--- src/rtl/xd_pkg.sv ---
package xd_pkg;
  localparam int RG_SRC   = 0;
  localparam int RG_DST   = 1;
  localparam int RG_CNT   = 2;
  localparam int RG_CTRL  = 3;
  localparam int RG_GLB   = 4;
  localparam int CTRL_MSB = 13;

  typedef enum logic [1:0] {UNIT_B = 2'd0, UNIT_H = 2'd1, UNIT_W = 2'd2} unit_e;
  typedef enum logic [1:0] {AM_FIX = 2'd0, AM_INC = 2'd1, AM_DEC = 2'd2} amode_e;
  typedef enum logic [1:0] {SNS_LOW = 2'd0, SNS_HIGH = 2'd1, SNS_RISE = 2'd2, SNS_FALL = 2'd3} sense_e;
  typedef enum logic [1:0] {ST_IDLE, ST_ARB, ST_RD, ST_WR} st_e;

  // control bits [13:2]
  typedef struct packed {
    logic   done_ie;
    logic   half_ie;
    sense_e sense;
    logic   ext_req;
    logic   burst;
    amode_e dmode;
    amode_e smode;
    unit_e  unit;
  } ctrl_t;
endpackage

--- src/rtl/xd_regs.sv ---
module xd_regs import xd_pkg::*; #(
  parameter int RA_W = 3
) (
  input  logic              clk,
  input  logic              rst,
  input  logic              wr_en,
  input  logic [RA_W-1:0]   wr_addr,
  input  logic [CTRL_MSB:0] wr_bits,
  input  logic              busy,
  output logic              ld_src,
  output logic              ld_dst,
  output logic              ld_cnt,
  output logic              clr_flags,
  output logic              chan_en,
  output logic              master_en,
  output ctrl_t             ctrl
);
  logic idle, hit_ctrl;

  assign idle      = !chan_en && !busy;
  assign hit_ctrl  = wr_en && (wr_addr == RA_W'(RG_CTRL));
  assign ld_src    = wr_en && (wr_addr == RA_W'(RG_SRC)) && idle;
  assign ld_dst    = wr_en && (wr_addr == RA_W'(RG_DST)) && idle;
  assign ld_cnt    = wr_en && (wr_addr == RA_W'(RG_CNT)) && idle;
  assign clr_flags = hit_ctrl && !wr_bits[1] && (!chan_en || !wr_bits[0]);

  always_ff @(posedge clk) begin
    if (rst) begin
      ctrl      <= '0;
      chan_en   <= 1'b0;
      master_en <= 1'b0;
    end else begin
      if (hit_ctrl) begin
        if (idle) begin
          ctrl    <= ctrl_t'(wr_bits[CTRL_MSB:2]);
          chan_en <= wr_bits[0];
        end else if (!wr_bits[0]) begin
          chan_en <= 1'b0;   // stop request: honoured at the unit boundary
        end
      end
      if (wr_en && (wr_addr == RA_W'(RG_GLB)))
        master_en <= wr_bits[0];
    end
  end
endmodule

--- src/rtl/xd_req.sv ---
module xd_req import xd_pkg::*; (
  input  logic   clk,
  input  logic   rst,
  input  logic   dreq,
  input  logic   ext_req,
  input  sense_e sense,
  input  logic   take,
  output logic   req_ok,
  output logic   level_mode
);
  logic dreq_q, edge_pend, lvl_act, edge_hit;

  assign lvl_act  = (sense == SNS_HIGH) ? dreq : !dreq;
  assign edge_hit = (sense == SNS_RISE) ? (dreq && !dreq_q) : (!dreq && dreq_q);

  always_ff @(posedge clk) begin
    if (rst) begin
      dreq_q    <= 1'b0;
      edge_pend <= 1'b0;
    end else begin
      dreq_q <= dreq;
      if (ext_req && sense[1] && edge_hit) edge_pend <= 1'b1;
      else if (take || !ext_req)           edge_pend <= 1'b0;
    end
  end

  assign req_ok     = !ext_req || (sense[1] ? edge_pend : lvl_act);
  assign level_mode = ext_req && !sense[1];
endmodule

--- src/rtl/xd_chan.sv ---
module xd_chan import xd_pkg::*; #(
  parameter int AW    = 32,
  parameter int DW    = 32,
  parameter int CNT_W = 24
) (
  input  logic             clk,
  input  logic             rst,
  input  logic             ld_src,
  input  logic             ld_dst,
  input  logic             ld_cnt,
  input  logic [AW-1:0]    ld_addr,
  input  logic [CNT_W-1:0] ld_count,
  input  logic             clr_flags,
  input  unit_e            unit,
  input  amode_e           smode,
  input  amode_e           dmode,
  input  logic             burst,
  input  logic             chan_en,
  input  logic             master_en,
  input  logic             req_ok,
  input  logic             level_mode,
  input  logic             bus_gnt,
  input  logic             mem_ack,
  input  logic [DW-1:0]    mem_rdata,
  output logic             bus_req,
  output logic             mem_req,
  output logic             mem_we,
  output logic [AW-1:0]    mem_addr,
  output logic [DW-1:0]    mem_wdata,
  output logic             take,
  output logic [AW-1:0]    src_q,
  output logic [AW-1:0]    dst_q,
  output logic [CNT_W-1:0] cnt_q,
  output logic             te,
  output logic             half_f
);
  st_e              st;
  logic [CNT_W-1:0] half_pt, cnt_nx;
  logic [DW-1:0]    rd_m;
  logic             go, keep, last;

  function automatic logic [AW-1:0] step(input logic [AW-1:0] a, input amode_e m, input unit_e u);
    logic [AW-1:0] d;
    d = (u == UNIT_B) ? AW'(1) : (u == UNIT_H) ? AW'(2) : AW'(4);
    case (m)
      AM_INC:  step = a + d;
      AM_DEC:  step = a - d;
      default: step = a;
    endcase
  endfunction

  always_comb begin
    case (unit)
      UNIT_B:  rd_m = DW'(mem_rdata[7:0]);
      UNIT_H:  rd_m = DW'(mem_rdata[15:0]);
      default: rd_m = mem_rdata;
    endcase
  end

  assign go     = chan_en && master_en && !te && req_ok;
  assign take   = (st == ST_IDLE) && go;
  assign cnt_nx = cnt_q - 1'b1;
  assign last   = (cnt_nx == '0);
  assign keep   = burst && chan_en && master_en && !(level_mode && !req_ok);

  always_ff @(posedge clk) begin
    if (rst) begin
      st      <= ST_IDLE;
      src_q   <= '0;
      dst_q   <= '0;
      cnt_q   <= '0;
      half_pt <= '0;
      mem_wdata <= '0;
      te      <= 1'b0;
      half_f  <= 1'b0;
    end else begin
      if (ld_src) src_q <= ld_addr;
      if (ld_dst) dst_q <= ld_addr;
      if (ld_cnt) begin
        cnt_q   <= ld_count;
        half_pt <= {ld_count == '0, ld_count[CNT_W-1:1]};
      end
      if (clr_flags) begin
        te     <= 1'b0;
        half_f <= 1'b0;
      end
      case (st)
        ST_IDLE: if (go) st <= ST_ARB;
        ST_ARB:  if (bus_gnt) st <= ST_RD;
        ST_RD: if (mem_ack) begin
          mem_wdata <= rd_m;
          src_q     <= step(src_q, smode, unit);
          st        <= ST_WR;
        end
        ST_WR: if (mem_ack) begin
          dst_q <= step(dst_q, dmode, unit);
          cnt_q <= cnt_nx;
          if (cnt_nx == half_pt) half_f <= 1'b1;
          if (last) te <= 1'b1;
          st <= (!last && keep) ? ST_RD : ST_IDLE;
        end
        default: st <= ST_IDLE;
      endcase
    end
  end

  assign bus_req  = (st != ST_IDLE);
  assign mem_req  = (st == ST_RD) || (st == ST_WR);
  assign mem_we   = (st == ST_WR);
  assign mem_addr = (st == ST_WR) ? dst_q : src_q;
endmodule

--- src/rtl/xd_dma.sv ---
module xd_dma import xd_pkg::*; #(
  parameter int AW    = 32,
  parameter int DW    = 32,
  parameter int CNT_W = 24,
  parameter int RA_W  = 3
) (
  input  logic            clk,
  input  logic            rst,
  input  logic            reg_wr,
  input  logic            reg_rd,
  input  logic [RA_W-1:0] reg_addr,
  input  logic [DW-1:0]   reg_wdata,
  output logic [DW-1:0]   reg_rdata,
  output logic            bus_req,
  input  logic            bus_gnt,
  output logic            mem_req,
  output logic            mem_we,
  output logic [AW-1:0]   mem_addr,
  output logic [1:0]      mem_size,
  output logic [DW-1:0]   mem_wdata,
  input  logic [DW-1:0]   mem_rdata,
  input  logic            mem_ack,
  input  logic            dreq,
  output logic            irq_half,
  output logic            irq_done
);
  localparam int STAT_W = CTRL_MSB + 2;

  ctrl_t            ctrl;
  logic             ld_src, ld_dst, ld_cnt, clr_flags, chan_en, master_en;
  logic             req_ok, level_mode, take, te, half_f;
  logic [AW-1:0]    src_q, dst_q;
  logic [CNT_W-1:0] cnt;
  logic [DW-1:0]    rd_mux;

  xd_regs #(.RA_W(RA_W)) u_regs (
    .clk(clk), .rst(rst), .wr_en(reg_wr), .wr_addr(reg_addr),
    .wr_bits(reg_wdata[CTRL_MSB:0]), .busy(bus_req),
    .ld_src(ld_src), .ld_dst(ld_dst), .ld_cnt(ld_cnt), .clr_flags(clr_flags),
    .chan_en(chan_en), .master_en(master_en), .ctrl(ctrl)
  );

  xd_req u_req (
    .clk(clk), .rst(rst), .dreq(dreq), .ext_req(ctrl.ext_req), .sense(ctrl.sense),
    .take(take), .req_ok(req_ok), .level_mode(level_mode)
  );

  xd_chan #(.AW(AW), .DW(DW), .CNT_W(CNT_W)) u_chan (
    .clk(clk), .rst(rst), .ld_src(ld_src), .ld_dst(ld_dst), .ld_cnt(ld_cnt),
    .ld_addr(reg_wdata[AW-1:0]), .ld_count(reg_wdata[CNT_W-1:0]), .clr_flags(clr_flags),
    .unit(ctrl.unit), .smode(ctrl.smode), .dmode(ctrl.dmode), .burst(ctrl.burst),
    .chan_en(chan_en), .master_en(master_en), .req_ok(req_ok), .level_mode(level_mode),
    .bus_gnt(bus_gnt), .mem_ack(mem_ack), .mem_rdata(mem_rdata),
    .bus_req(bus_req), .mem_req(mem_req), .mem_we(mem_we), .mem_addr(mem_addr),
    .mem_wdata(mem_wdata), .take(take), .src_q(src_q), .dst_q(dst_q), .cnt_q(cnt),
    .te(te), .half_f(half_f)
  );

  assign mem_size = ctrl.unit;

  always_comb begin
    case (reg_addr)
      RA_W'(RG_SRC):  rd_mux = DW'(src_q);
      RA_W'(RG_DST):  rd_mux = DW'(dst_q);
      RA_W'(RG_CNT):  rd_mux = DW'(cnt);
      RA_W'(RG_CTRL): rd_mux = DW'({half_f, ctrl, te, chan_en});
      RA_W'(RG_GLB):  rd_mux = DW'(master_en);
      default:        rd_mux = '0;
    endcase
  end

  always_ff @(posedge clk) begin
    if (rst) begin
      reg_rdata <= '0;
      irq_half  <= 1'b0;
      irq_done  <= 1'b0;
    end else begin
      if (reg_rd) reg_rdata <= rd_mux;
      irq_half <= ctrl.half_ie && half_f;
      irq_done <= ctrl.done_ie && te;
    end
  end

  if (STAT_W > DW) begin : g_bad_width
    initial $error("data width too small for control readback");
  end
endmodule

--- config.mk ---
export PLATFORM = sky130hd
export DESIGN_NAME = xd_dma
export DESIGN_NICKNAME = d
export VERILOG_FILES = /design/src/rtl/xd_pkg.sv /design/src/rtl/xd_regs.sv /design/src/rtl/xd_req.sv /design/src/rtl/xd_chan.sv /design/src/rtl/xd_dma.sv
export SDC_FILE = /design/constraint.sdc
export NUM_CORES = 1
export LEC_CHECK = 0
export BUFFER_PORTS_ARGS = -buffer_cell sky130_fd_sc_hd__buf_2
export CORE_MARGIN = 2
export CORE_UTILIZATION = 46
export CTS_BUF_LIST = sky130_fd_sc_hd__clkbuf_16
export DETAILED_ROUTE_END_ITERATION = 8
export PLACE_DENSITY = 0.66
export RECOVER_POWER = 100
export SLEW_MARGIN = 20
export SYNTH_ARGS = -nofsm -noshare
export SYNTH_HDL_FRONTEND = slang
export SYNTH_SLANG_ARGS = --single-unit
export TNS_END_PERCENT = 10
--- constraint.sdc ---
create_clock -name clk -period 10.67 [get_ports clk]
set_clock_uncertainty 0.2 [all_clocks]
set_input_delay 0 -clock clk [delete_from_list [all_inputs] [get_ports clk]]
set_output_delay 0 -clock clk [all_outputs]
set_load 0.02 [all_outputs]
# After elaboration in Yosys (flattened, before gate mapping)

Index checks and enable logic that the tools add are counted.

Flip-flop bits (word level): 198
Word-level logic and storage cells: 141
Input port bits: 74

Add/subtract/negate cells: 5
Eq/ne operators: 22
Reductions and logical operators: 54
Multiplexer cells: 37

Operators by type and width:

| cell                                                  | number |
|---|---|
| two-way mux 32 bit                                    | 8 |
| one-hot mux 32 bit (2 select lines)                   | 3 |
| one-hot mux 32 bit (5 select lines)                   | 1 |
| two-way mux 24 bit                                    | 3 |
| adder 32 bit                                          | 2 |
| subtractor 32 bit                                     | 2 |
| logical NOT 24 bit                                    | 2 |
| logical AND 1 bit                                     | 27 |
| equality test 24 bit                                  | 1 |
| subtractor 24 x 1 -> 24 bit, second input constant    | 1 |
| two-way mux 1 bit                                     | 15 |
| logical NOT 1 bit                                     | 12 |
| equality test 2 x 1 -> 1 bit, second input constant   | 5 |
| equality test 2 bit, second input constant            | 5 |
| two-way mux 2 bit                                     | 5 |
| one-hot mux 2 bit (4 select lines)                    | 1 |
| equality test 3 x 2 -> 1 bit, second input constant   | 2 |
| inequality test 2 x 1 -> 1 bit, second input constant | 3 |
| AND reduction 2 bit                                   | 3 |
| logical NOT 2 bit                                     | 2 |
| logical OR 1 bit                                      | 4 |
| inequality test 2 bit, second input constant          | 2 |
| inequality test 4 x 2 -> 1 bit, second input constant | 1 |
| inequality test 4 bit, second input constant          | 1 |
| other kinds (6)                                       | 7 |

# Logic depth before layout (Yosys ltp)

Gate-level depths: netlist (run 1).

Depth in word-level cells: 12
Depth in mapped cells: 15
Gate-level depth less buffers: 15

# Cells and area by module

From an unflattened synthesis (run 1), not the netlist that was laid out.

Cell total of the unflattened synthesis: 1659
Area total of the unflattened synthesis: 13394.1 um^2

Modules (own cells, without submodules):

| module  | cells each | sequential area each (um^2) | area each (um^2) | times used |
|---|---|---|---|---|
| xd_chan | 1373       | 2962.8                      | 10720.3          | 1 |
| xd_dma  | 207        | 680.7                       | 1933.1           | 1 |
| xd_regs | 67         | 280.3                       | 625.6            | 1 |
| xd_req  | 12         | 40.0                        | 115.1            | 1 |

# Worst setup path before layout (run 1)

OpenSTA, ideal clock, no wires.

Path kind: register to register
From: register u_regs.ctrl[4] (netlist name)
To: register u_chan.dst_q[30]
Arrival: 3.418 ns
Library setup time: 0.114 ns
Data required time: 10.356 ns
Cell stages (with the launch flop): 14
Buffers on the path: 0
Setup slack: 6.938 ns
Cells stage by stage: dfxtp_1 inv_1 ha_1 ha_1 a21o_1 a21o_1 a211o_1 o211ai_1 a31oi_1 o41ai_2 o21a_1 o21ai_0 xnor2_1 a2111oi_0

Cells in the longest elaborated chain, start to end: 4

RTL lines:

| what                                                                | line          | text |
|---|---|---|
| equality test 2 bit or equality test 2 x 1 -> 1 bit (tied branches) | xd_chan.sv:45 | `case (m)` |
| one-hot mux 32 bit (2 select lines)                                 | xd_chan.sv:45 |  |
| two-way mux 32 bit                                                  | xd_chan.sv:95 | `ST_WR: if (mem_ack) begin` |
| two-way mux 32 bit                                                  | xd_chan.sv:87 | `case (st)` |
| end signal, assigned                                                | xd_chan.sv:78 | `if (ld_dst) dst_q <= ld_addr;` |
| end signal, assigned                                                | xd_chan.sv:96 | `dst_q <= step(dst_q, dmode, unit);` |
| end, declared                                                       | xd_chan.sv:32 | `output logic [AW-1:0] dst_q,` |

Several ways; a longest one is shown, not always the timed one.
A chain may end at the register's enable or synchronous reset.

# Final worst setup path (run 1)

From: register u_chan.st[0]
To: register u_chan.dst_q[11]

Cells in the longest elaborated chain, start to end: 7

RTL lines:

| what                   | line           | text |
|---|---|---|
| start, declared        | xd_chan.sv:37  | `st_e st;` |
| start signal, assigned | xd_chan.sv:100 | `st <= (!last && keep) ? ST_RD : ST_IDLE;` |
| nonzero test 2 bit     | xd_chan.sv:107 | `assign bus_req = (st != ST_IDLE);` |
| logical NOT 1 bit      | xd_regs.sv:20  | `assign idle = !chan_en && !busy;` |
| logical AND 1 bit      | xd_regs.sv:20  |  |
| logical AND 1 bit      | xd_regs.sv:23  | `assign ld_dst = wr_en && (wr_addr == RA_W'(RG_DST)) && idle;` |
| two-way mux 32 bit     | xd_chan.sv:78  |  |
| two-way mux 32 bit     | xd_chan.sv:95  |  |
| two-way mux 32 bit     | xd_chan.sv:87  |  |

Several ways; a longest one is shown, not always the timed one.

==> flow_metrics.tcl, run 1 <==
set metrics [dict create \
    htree_levels 4 \
    start_util 0.4662 \
    multi_input_comb_area_sq_um 8439 \
    violations "capacitance limit, slew limit" \
    numPortBuffers 176 \
    boundaryPins 177 \
    synth.distinct_cells 73 \
    min_period_over_period 0.6517 \
    end_kind "flop" \
    finalCoreUtilization 0.5562 \
    timing_worst_setup_path_type "reg2reg" \
    yosys_warning_total 0 \
    cp_top_family "simple AND/OR/NAND/NOR gates" \
    layout.nets 1989 \
    start_kind "flop" \
    timing.final.crit_period_ps 6954 \
    avgSynthCellArea_sq_um 7.850 \
    postSynthCellCount 1650 \
    synth_ff_type "sky130_fd_sc_hd__dfxtp_1" \
    area_delta_synth_final_pct 19.29 \
    clkSlewWorstSetupHoldPaths_ps 90 \
    synth_top_cell_by_area "sky130_fd_sc_hd__dfxtp_1" \
    track_usage 0.3154 \
    clock-sinks 198 \
    worstSkewPairLatency_ps 450 \
    ys_seq_area_frac 0.3060 \
    cts_buffer_count 17 \
    antenna-diode-count 0 \
    antenna_viol_nets_final 0 \
    cts_root_buf "sky130_fd_sc_hd__clkbuf_16" \
    ys_top_cells_by_area "sky130_fd_sc_hd__dfxtp_1 31%, sky130_fd_sc_hd__a21oi_1 6.5%, sky130_fd_sc_hd__ha_1 6.4%, sky130_fd_sc_hd__nand2_1 5.6%, sky130_fd_sc_hd__nor2_1 5.2%" \
    totalWireLength_microns 47050 \
    worstReg2RegEnd "u_chan.dst_q[11]$_SDFFE_PP0P_" \
    post-synth-top-area-fraction 0.3060 \
    critPathLaunch "u_chan.st[0]$_SDFFE_PP0P_" \
    slowest_stage "sky130_fd_sc_hd__and2_0" \
    hold_viol_final 0 \
    gp_congestion 0.9355 \
    vias_in_the_first_global_route 12570 \
    worstPathCellList "and2_0, nand2_2, clkbuf_1, nor2_1, clkbuf_1, nor2_1, a21oi_1, o21ai_0, o21ai_0, nor2_1" \
    synth_edf_count 0 \
    grt_setup_unrepaired "false" \
    timing.hold.worst.start "reg_addr[2]" \
    worstPathBufferInverterCount 2 \
    floorplan.die_area_sq_um 29520 \
    timing_worst_slew_pin_value_ps 3788 \
    vdd_ir_drop_max_uv 88.21 \
    drcViolationCount 0 \
    worst_path_max_stage_delay_ps 2280 \
    routedWlPerCell_microns 21.02 \
    max-clock-path-buffers 2 \
    reg2reg_from "u_chan.st[0]$_SDFFE_PP0P_" \
    synth.ff_latch_count 198 \
    setup_viol 0 \
    postSynth.asyncResetShare 0 \
    report.final.slew_viol_count 361 \
    cell_rows 61 \
    layout.filler_cells 2631 \
    initial_antenna_violation_count 0 \
    hold-path-cell-count 4 \
    core_area_sq_um 27780 \
    worst_r2r_path_depth 10 \
    worstPathArrival_ps 6950 \
    worstPathRequired_ps 10670 \
    max_freq_mhz 143.8 \
    per_cell_via_count_in_the_routed_design 6.029 \
    worst-path-max-fanout 66 \
    post_cts_resize_count 0 \
    ff2ff_setup_slack_ps 3720 \
    via_count 13490 \
    slew_headroom -1.525 \
    total_power_mw 1.699 \
    grt_max_degree 84 \
    post_syn_nets 1792 \
    timing.hold.worst_endpoint "reg_rdata[0]$_SDFFE_PP0P_" \
    max_cap_violations 6 \
    die-width_microns 171.8 \
    holdWs_ps 79.83 \
    total_iterations_of_the_first_detailed_routing_run 6 \
    synth.cell_area_sq_um 12950 \
    place_hpwl_microns 32230 \
    tritoncts "yes" \
    grt_pass1_wl_microns 71810 \
    power.density_cell_area_nw_per_um2 109.9 \
    power.leakage_nw 6.242 \
    run_status "complete, but fails checks" \
    first_iter_violations 1201 \
    area.sequential_sq_um 3964 \
    final_layout_size_suffix_gt1_frac 0.1016 \
    setup-tns-final_ps 0 \
    worstHoldPathType "in2reg" \
    timing.critical_path.mode_cell "sky130_fd_sc_hd__nor2_1" \
    die_h_microns 171.8 \
    grt.overflow.total 0 \
]
## sequential cells by signal (all words and copies together) (netlist names), 2 cells and up
register,flops
u_chan.cnt_q,24
u_chan.src_q,32
u_chan.st,2
u_chan.dst_q,32
reg_rdata,32
u_chan.half_pt,24
u_chan.mem_wdata,32
u_regs.ctrl,12
## layout by cell type, fill, tap and decap left out, types with 9 or more instances in the layout
master                          Yosys  final
sky130_fd_sc_hd__or3_1             12     12
sky130_fd_sc_hd__o21a_1             9      9
sky130_fd_sc_hd__nand2_1          194    193
sky130_fd_sc_hd__mux2_1             0     12
sky130_fd_sc_hd__a21oi_1          168    168
sky130_fd_sc_hd__clkbuf_1          94     98
sky130_fd_sc_hd__a2111oi_0         17     17
sky130_fd_sc_hd__a311oi_1          11     11
sky130_fd_sc_hd__buf_2              2     85
sky130_fd_sc_hd__inv_1             29     29
sky130_fd_sc_hd__clkbuf_16          0     17
sky130_fd_sc_hd__mux4_2            14     14
sky130_fd_sc_hd__xor2_1            34     34
sky130_fd_sc_hd__mux2i_1           25     25
sky130_fd_sc_hd__ha_1              66     66
sky130_fd_sc_hd__a21o_1            41     41
sky130_fd_sc_hd__mux2_2            40     28
sky130_fd_sc_hd__nand2b_1          10     10
sky130_fd_sc_hd__nor2_1           178    177
sky130_fd_sc_hd__xnor2_1           50     50
sky130_fd_sc_hd__a31oi_1           23     23
sky130_fd_sc_hd__nor2b_1           50     49
sky130_fd_sc_hd__dlygate4sd3_1      0     99
sky130_fd_sc_hd__dfxtp_1          198    198
sky130_fd_sc_hd__nor3_1            38     37
sky130_fd_sc_hd__buf_4              2     12
sky130_fd_sc_hd__o21ai_0           76     77
sky130_fd_sc_hd__a222oi_1           9      9
sky130_fd_sc_hd__nand4_1           13     13
sky130_fd_sc_hd__nor4_1            14     14
sky130_fd_sc_hd__o211ai_1           9      9
sky130_fd_sc_hd__a211oi_1          33     33
sky130_fd_sc_hd__o22ai_1           19     19
sky130_fd_sc_hd__nand3_1           49     49
## Yosys cell counts (all sizes together) (40+ instances only)
master / count
a21o: 41
a21oi: 168
clkbuf: 94
dfxtp: 198
ha: 66
mux2: 40
nand2: 194
nand3: 49
nor2: 179
nor2b: 50
nor3: 41
o21ai: 78
xnor2: 50
## tightest hold or removal path, stage by stage
cell and delay, ps:
sky130_fd_sc_hd__buf_2 290, sky130_fd_sc_hd__o221ai_1 240, sky130_fd_sc_hd__o21ai_0 110, sky130_fd_sc_hd__nor2_1 40
## report_power, final
group / switching, mW / leakage [nW] / internal (mW)
registers: 0.0200 / 1.60 / 0.752
clock network: 0.339 / 0.287 / 0.334
logic: 0.154 / 4.35 / 0.0990
total: 0.513 / 6.24 / 1.19
## through the flow
stage	cells	instance area (sq um)	setup slack [ps]
floorplan	1650	12950	6938
global placement	2107	14020	6236
detailed placement	2107	14020	6091
CTS	2238	15600	6057
global route	2238	15450	3459
finish	2238	15450	3716
## kinds of logic (layout without fill, tap and decap cells)
kind of cell             Yosys count  count (layout)  synth area share
adder cells (fa/ha/maj)           68              68           0.06685
buffers and inverters            145             355           0.04337
XOR/XNOR                          84              84           0.05680
flip-flops                       198             198            0.3060
AO/OA/AOI/OAI                    472             472            0.2310
AND/OR/NAND/NOR                  604             604            0.2175
multiplexers                      79              79           0.07844
## layout make-up
type,count,share of cell area
tap,378,0.03061
timing repair buffer,294,0.1213
clock buffer,17,0.02753
sequential,198,0.2565
clock inverter,15,0.01077
inverter,29,0.007045
multi-input combinational,1307,0.5462
## worst max-delay path by stage
stage | end | slack, ps | cells after the start
after global routing | u_chan.dst_q[11]$_SDFFE_PP0P_ | 3460 | 10
after CTS | u_chan.dst_q[30]$_SDFFE_PP0P_ | 6060 | 14
final | u_chan.dst_q[11]$_SDFFE_PP0P_ | 3720 | 10
after global placement | u_chan.dst_q[30]$_SDFFE_PP0P_ | 6240 | 14
after floorplan | u_chan.dst_q[30]$_SDFFE_PP0P_ | 6940 | 13
after detailed placement | u_chan.dst_q[30]$_SDFFE_PP0P_ | 6090 | 14
## layer usage
| metal | track usage | routed length [microns] | share of wire | vias up |
|---|---|---|---|---|
| met5 | 0 | 0 | 0 | - |
| met4 | 0.1213 | 1787 | 0.038 | 0 |
| met3 | 0.05039 | 3564 | 0.076 | 94 |
| met2 | 0.5191 | 21640 | 0.46 | 591 |
| met1 | 0.4147 | 20060 | 0.43 | 6430 |
| li1 | - | - | - | 6379 |
## timing repair
item	CTS	global route
buffers inserted	0	0
hold buffers	99	0
setup endpoints to repair	0	0
endpoints found under the hold margin	169	0
(Power assumes the default switching activity.)
==> run 2, diff against run 1 <==
ABC_AREA = 1   (was default)
PLACE_DENSITY = 0.68   (was 0.66)
clock period = 6.2 ns   (was 10.67 ns; I/O delays follow)
==> run 2 against run 1 <==
The run still ends with capacitance limit, slew limit left. Synthesized cell count increased by 38%. Critical path depth decreased by 1. Critical endpoint is now u_chan.mem_wdata[18]$_SDFFE_PP0P_. Sequential share of layout area decreased by 1.7 points. Routed wire length increased by 23%. Count of clock-buffer cells in the layout unchanged.
==> flow_metrics.tcl, run 2 <==
set metrics [dict create \
    clock-sinks 198 \
    worstPathCellList "inv_1, nor2_1, inv_1, nor2_1, inv_1, buf_4, nand2_1, a21oi_1, dlygate4sd3_1" \
    slew_headroom -1.010 \
    timing_worst_setup_path_type "reg2reg" \
    synth.area.mux_share 0 \
    yosys_warning_total 0 \
    ys_top_cells_by_area "sky130_fd_sc_hd__dfxtp_1 28%, sky130_fd_sc_hd__nand2_1 15%, sky130_fd_sc_hd__a21oi_1 9.7%, sky130_fd_sc_hd__o21ai_0 7.9%, sky130_fd_sc_hd__inv_1 6.7%" \
    synth_edf_count 0 \
    max_cap_violations 4 \
    final_layout_size_suffix_gt1_frac 0.06391 \
    vias_in_the_first_global_route 15640 \
    grt_max_degree 71 \
    worst-path-max-fanout 35 \
    placed_area_sq_um 15200 \
    comb_power_share 0.175 \
    worstPathBufferInverterCount 5 \
    p_switching_mw 0.9509 \
    synth_top_cell_by_area "sky130_fd_sc_hd__dfxtp_1" \
    end_kind "flop" \
    worstHoldPathType "in2reg" \
    report.final.slew_viol_count 177 \
    netSwitchingFraction 0.3239 \
    post_cts_resize_count 0 \
    power.density_cell_area_nw_per_um2 177.6 \
    cts_buffer_count 17 \
    worstPathRequired_ps 6350 \
    start_util 0.4638 \
    core_area_sq_um 30430 \
    run_status "complete, but fails checks" \
    via_count 16800 \
    post_syn_nets 2411 \
    internal-power_mw 1.984 \
    grt_setup_unrepaired "false" \
    slowest_stage "sky130_fd_sc_hd__nor2_1" \
    antenna_viol_nets_final 0 \
    critPathLaunch "u_chan.st[1]$_SDFFE_PP0P_" \
    per_cell_via_count_in_the_routed_design 5.819 \
    mostFrequentLayoutCells "575 x sky130_fd_sc_hd__nand2_1, 273 x sky130_fd_sc_hd__a21oi_1, 254 x sky130_fd_sc_hd__inv_1, 222 x sky130_fd_sc_hd__o21ai_0, 198 x sky130_fd_sc_hd__dfxtp_1" \
    worstSkewPairLatency_ps 480 \
    routedWlPerCell_microns 20.02 \
    clkSlewWorstSetupHoldPaths_ps 80 \
    start_kind "flop" \
    seq_power_share 0.452 \
    synth_ff_type "sky130_fd_sc_hd__dfxtp_1" \
    die-width_microns 179.2 \
    worst_r2r_path_depth 9 \
    violations "capacitance limit, slew limit" \
    worstReg2RegEnd "u_chan.mem_wdata[18]$_SDFFE_PP0P_" \
    timing.final.crit_period_ps 4816 \
    max-clock-path-buffers 2 \
    vdd_ir_drop_max_uv 201.4 \
    ff2ff_setup_slack_ps 1380 \
    post-synth-top-area-fraction 0.2809 \
    gp_congestion 1.074 \
    total_iterations_of_the_first_detailed_routing_run 7 \
    finalCoreUtilization 0.5430 \
    layout.nets 2619 \
    synth_compound_area_frac 0.2542 \
    boundaryPins 177 \
    synth.distinct_cells 47 \
    drcViolationCount 0 \
    setup_viol 0 \
    timing_worst_slew_pin_value_ps 3015 \
    grt_pass1_wl_microns 86910 \
    timing.critical_path.mode_cell "sky130_fd_sc_hd__inv_1" \
    synth_simple_gate_area_frac 0.2968 \
    initial_antenna_violation_count 2 \
    hold_viol_final 0 \
    reg2reg_from "u_chan.st[1]$_SDFFE_PP0P_" \
    ys_seq_area_frac 0.2809 \
    layout.filler_cells 3170 \
    synth.cell_area_sq_um 14110 \
    postSynth.asyncResetShare 0 \
    grt.overflow.total 0 \
    floorplan.die_area_sq_um 32100 \
    synth.ff_latch_count 198 \
    die_h_microns 179.2 \
    max_freq_mhz 207.6 \
    synth_xor_xnor_area_share 0.008688 \
    setup-tns-final_ps 0 \
    avgSynthCellArea_sq_um 6.220 \
    cp_top_family "buffers and inverters" \
    critical_path_depth 9 \
    cts_root_buf "sky130_fd_sc_hd__clkbuf_16" \
    worstPathArrival_ps 4960 \
    power.leakage_nw 6.658 \
    synth_top_family_by_area "simple AND/OR/NAND/NOR gates" \
    area_delta_synth_final_pct 17.07 \
    tritoncts "yes" \
    worst_path_max_stage_delay_ps 1540 \
    count_leader_synth "sky130_fd_sc_hd__nand2_1" \
    clockPowerShare 0.373 \
    place_hpwl_microns 42330 \
    postSynthCellCount 2269 \
    htree_levels 4 \
    synthAdderAreaFrac 0.06135 \
    final_common_cell "sky130_fd_sc_hd__nand2_1" \
    numPortBuffers 176 \
    totalWireLength_microns 57790 \
    first_iter_violations 1568 \
    cell_rows 64 \
    setup.worst_path.end "u_chan.mem_wdata[18]$_SDFFE_PP0P_" \
    finalInstanceArea_sq_um 16520 \
    cts_setup_buffers 0 \
    synthTopCellsByCount "576 x sky130_fd_sc_hd__nand2_1, 273 x sky130_fd_sc_hd__a21oi_1, 251 x sky130_fd_sc_hd__inv_1" \
    total_power_mw 2.935 \
    min_period_over_period 0.7768 \
    track_usage 0.3554 \
]
==> run 2: through the flow <==
step	instances	worst slack, ps	hold slack (ps)
2_1_floorplan	2269	2449	-75.06
3_3_place_gp	2759	2784	23.31
3_5_place_dp	2759	2672	29.87
4_1_cts	2884	2472	68.87
5_1_grt	2885	1080	111.7
6_report	2887	1384	96.22
==> run 2: cells by family after synthesis <==
family | count (synthesis)
xor+xnor | 14
simple gates | 990
compound gates | 641
fa+ha+maj | 68
buf+inv | 358
flops | 198
==> run 2: layer usage <==
metal | vias up | track usage | wire [microns]
li1 | 8047 | - | -
met4 | 0 | 0.1660 | 2659
met3 | 161 | 0.06340 | 5067
met2 | 821 | 0.5772 | 26350
met5 | - | 0 | 0
met1 | 7771 | 0.4566 | 23710
==> run 2: what timing repair did <==
action / in CTS / in global routing
hold buffers: 95 / 0
endpoints found under the setup margin: 0 / 0
endpoints found under the hold margin: 183 / 0
==> run 2: cell type report <==
cell class / instances / area [sq um] / share of cell area
tap: 396 / 495.5 / 0.02999
sequential: 198 / 3964 / 0.2399
clock inverter: 13 / 121.4 / 0.007345
clock buffer: 17 / 425.4 / 0.02575
timing repair buffer: 285 / 1790 / 0.1084
multi-input combinational: 1713 / 8736 / 0.5287
antenna: 3 / 7.507 / 0.0004543
inverter: 262 / 983.4 / 0.05952
==> run 2: tightest hold or removal path: cells and delay by family <==
| kind | cells | cell delay [ps] |
|---|---|---|
| buffers and inverters | 2 | 630 |
| and+or+nand+nor | 2 | 110 |
==> run 2: power groups by stage <==
stage,logic (mW),clock network (mW),registers [mW]
5_1_grt,0.556,1.16,1.33
6_report,0.513,1.10,1.33
2_1_floorplan,0.308,0,1.34
3_3_place_gp,0.459,0,1.36
4_1_cts,0.501,1.11,1.33
3_5_place_dp,0.462,0,1.36
==> run 2: worst min path at each step <==
stage	start	to	slack, ps	depth (start not counted)
after detailed placement	mem_rdata[7]	u_chan.mem_wdata[7]$_SDFFE_PP0P_	30	3
after global routing	mem_rdata[6]	u_chan.mem_wdata[6]$_SDFFE_PP0P_	110	4
after CTS	reg_addr[1]	reg_rdata[20]$_SDFFE_PP0P_	70	7
after global placement	mem_rdata[2]	u_chan.mem_wdata[2]$_SDFFE_PP0P_	20	3
final	mem_rdata[0]	u_chan.mem_wdata[0]$_SDFFE_PP0P_	100	4
after floorplan	dreq	u_req.dreq_q$_SDFF_PP0_	-80	2
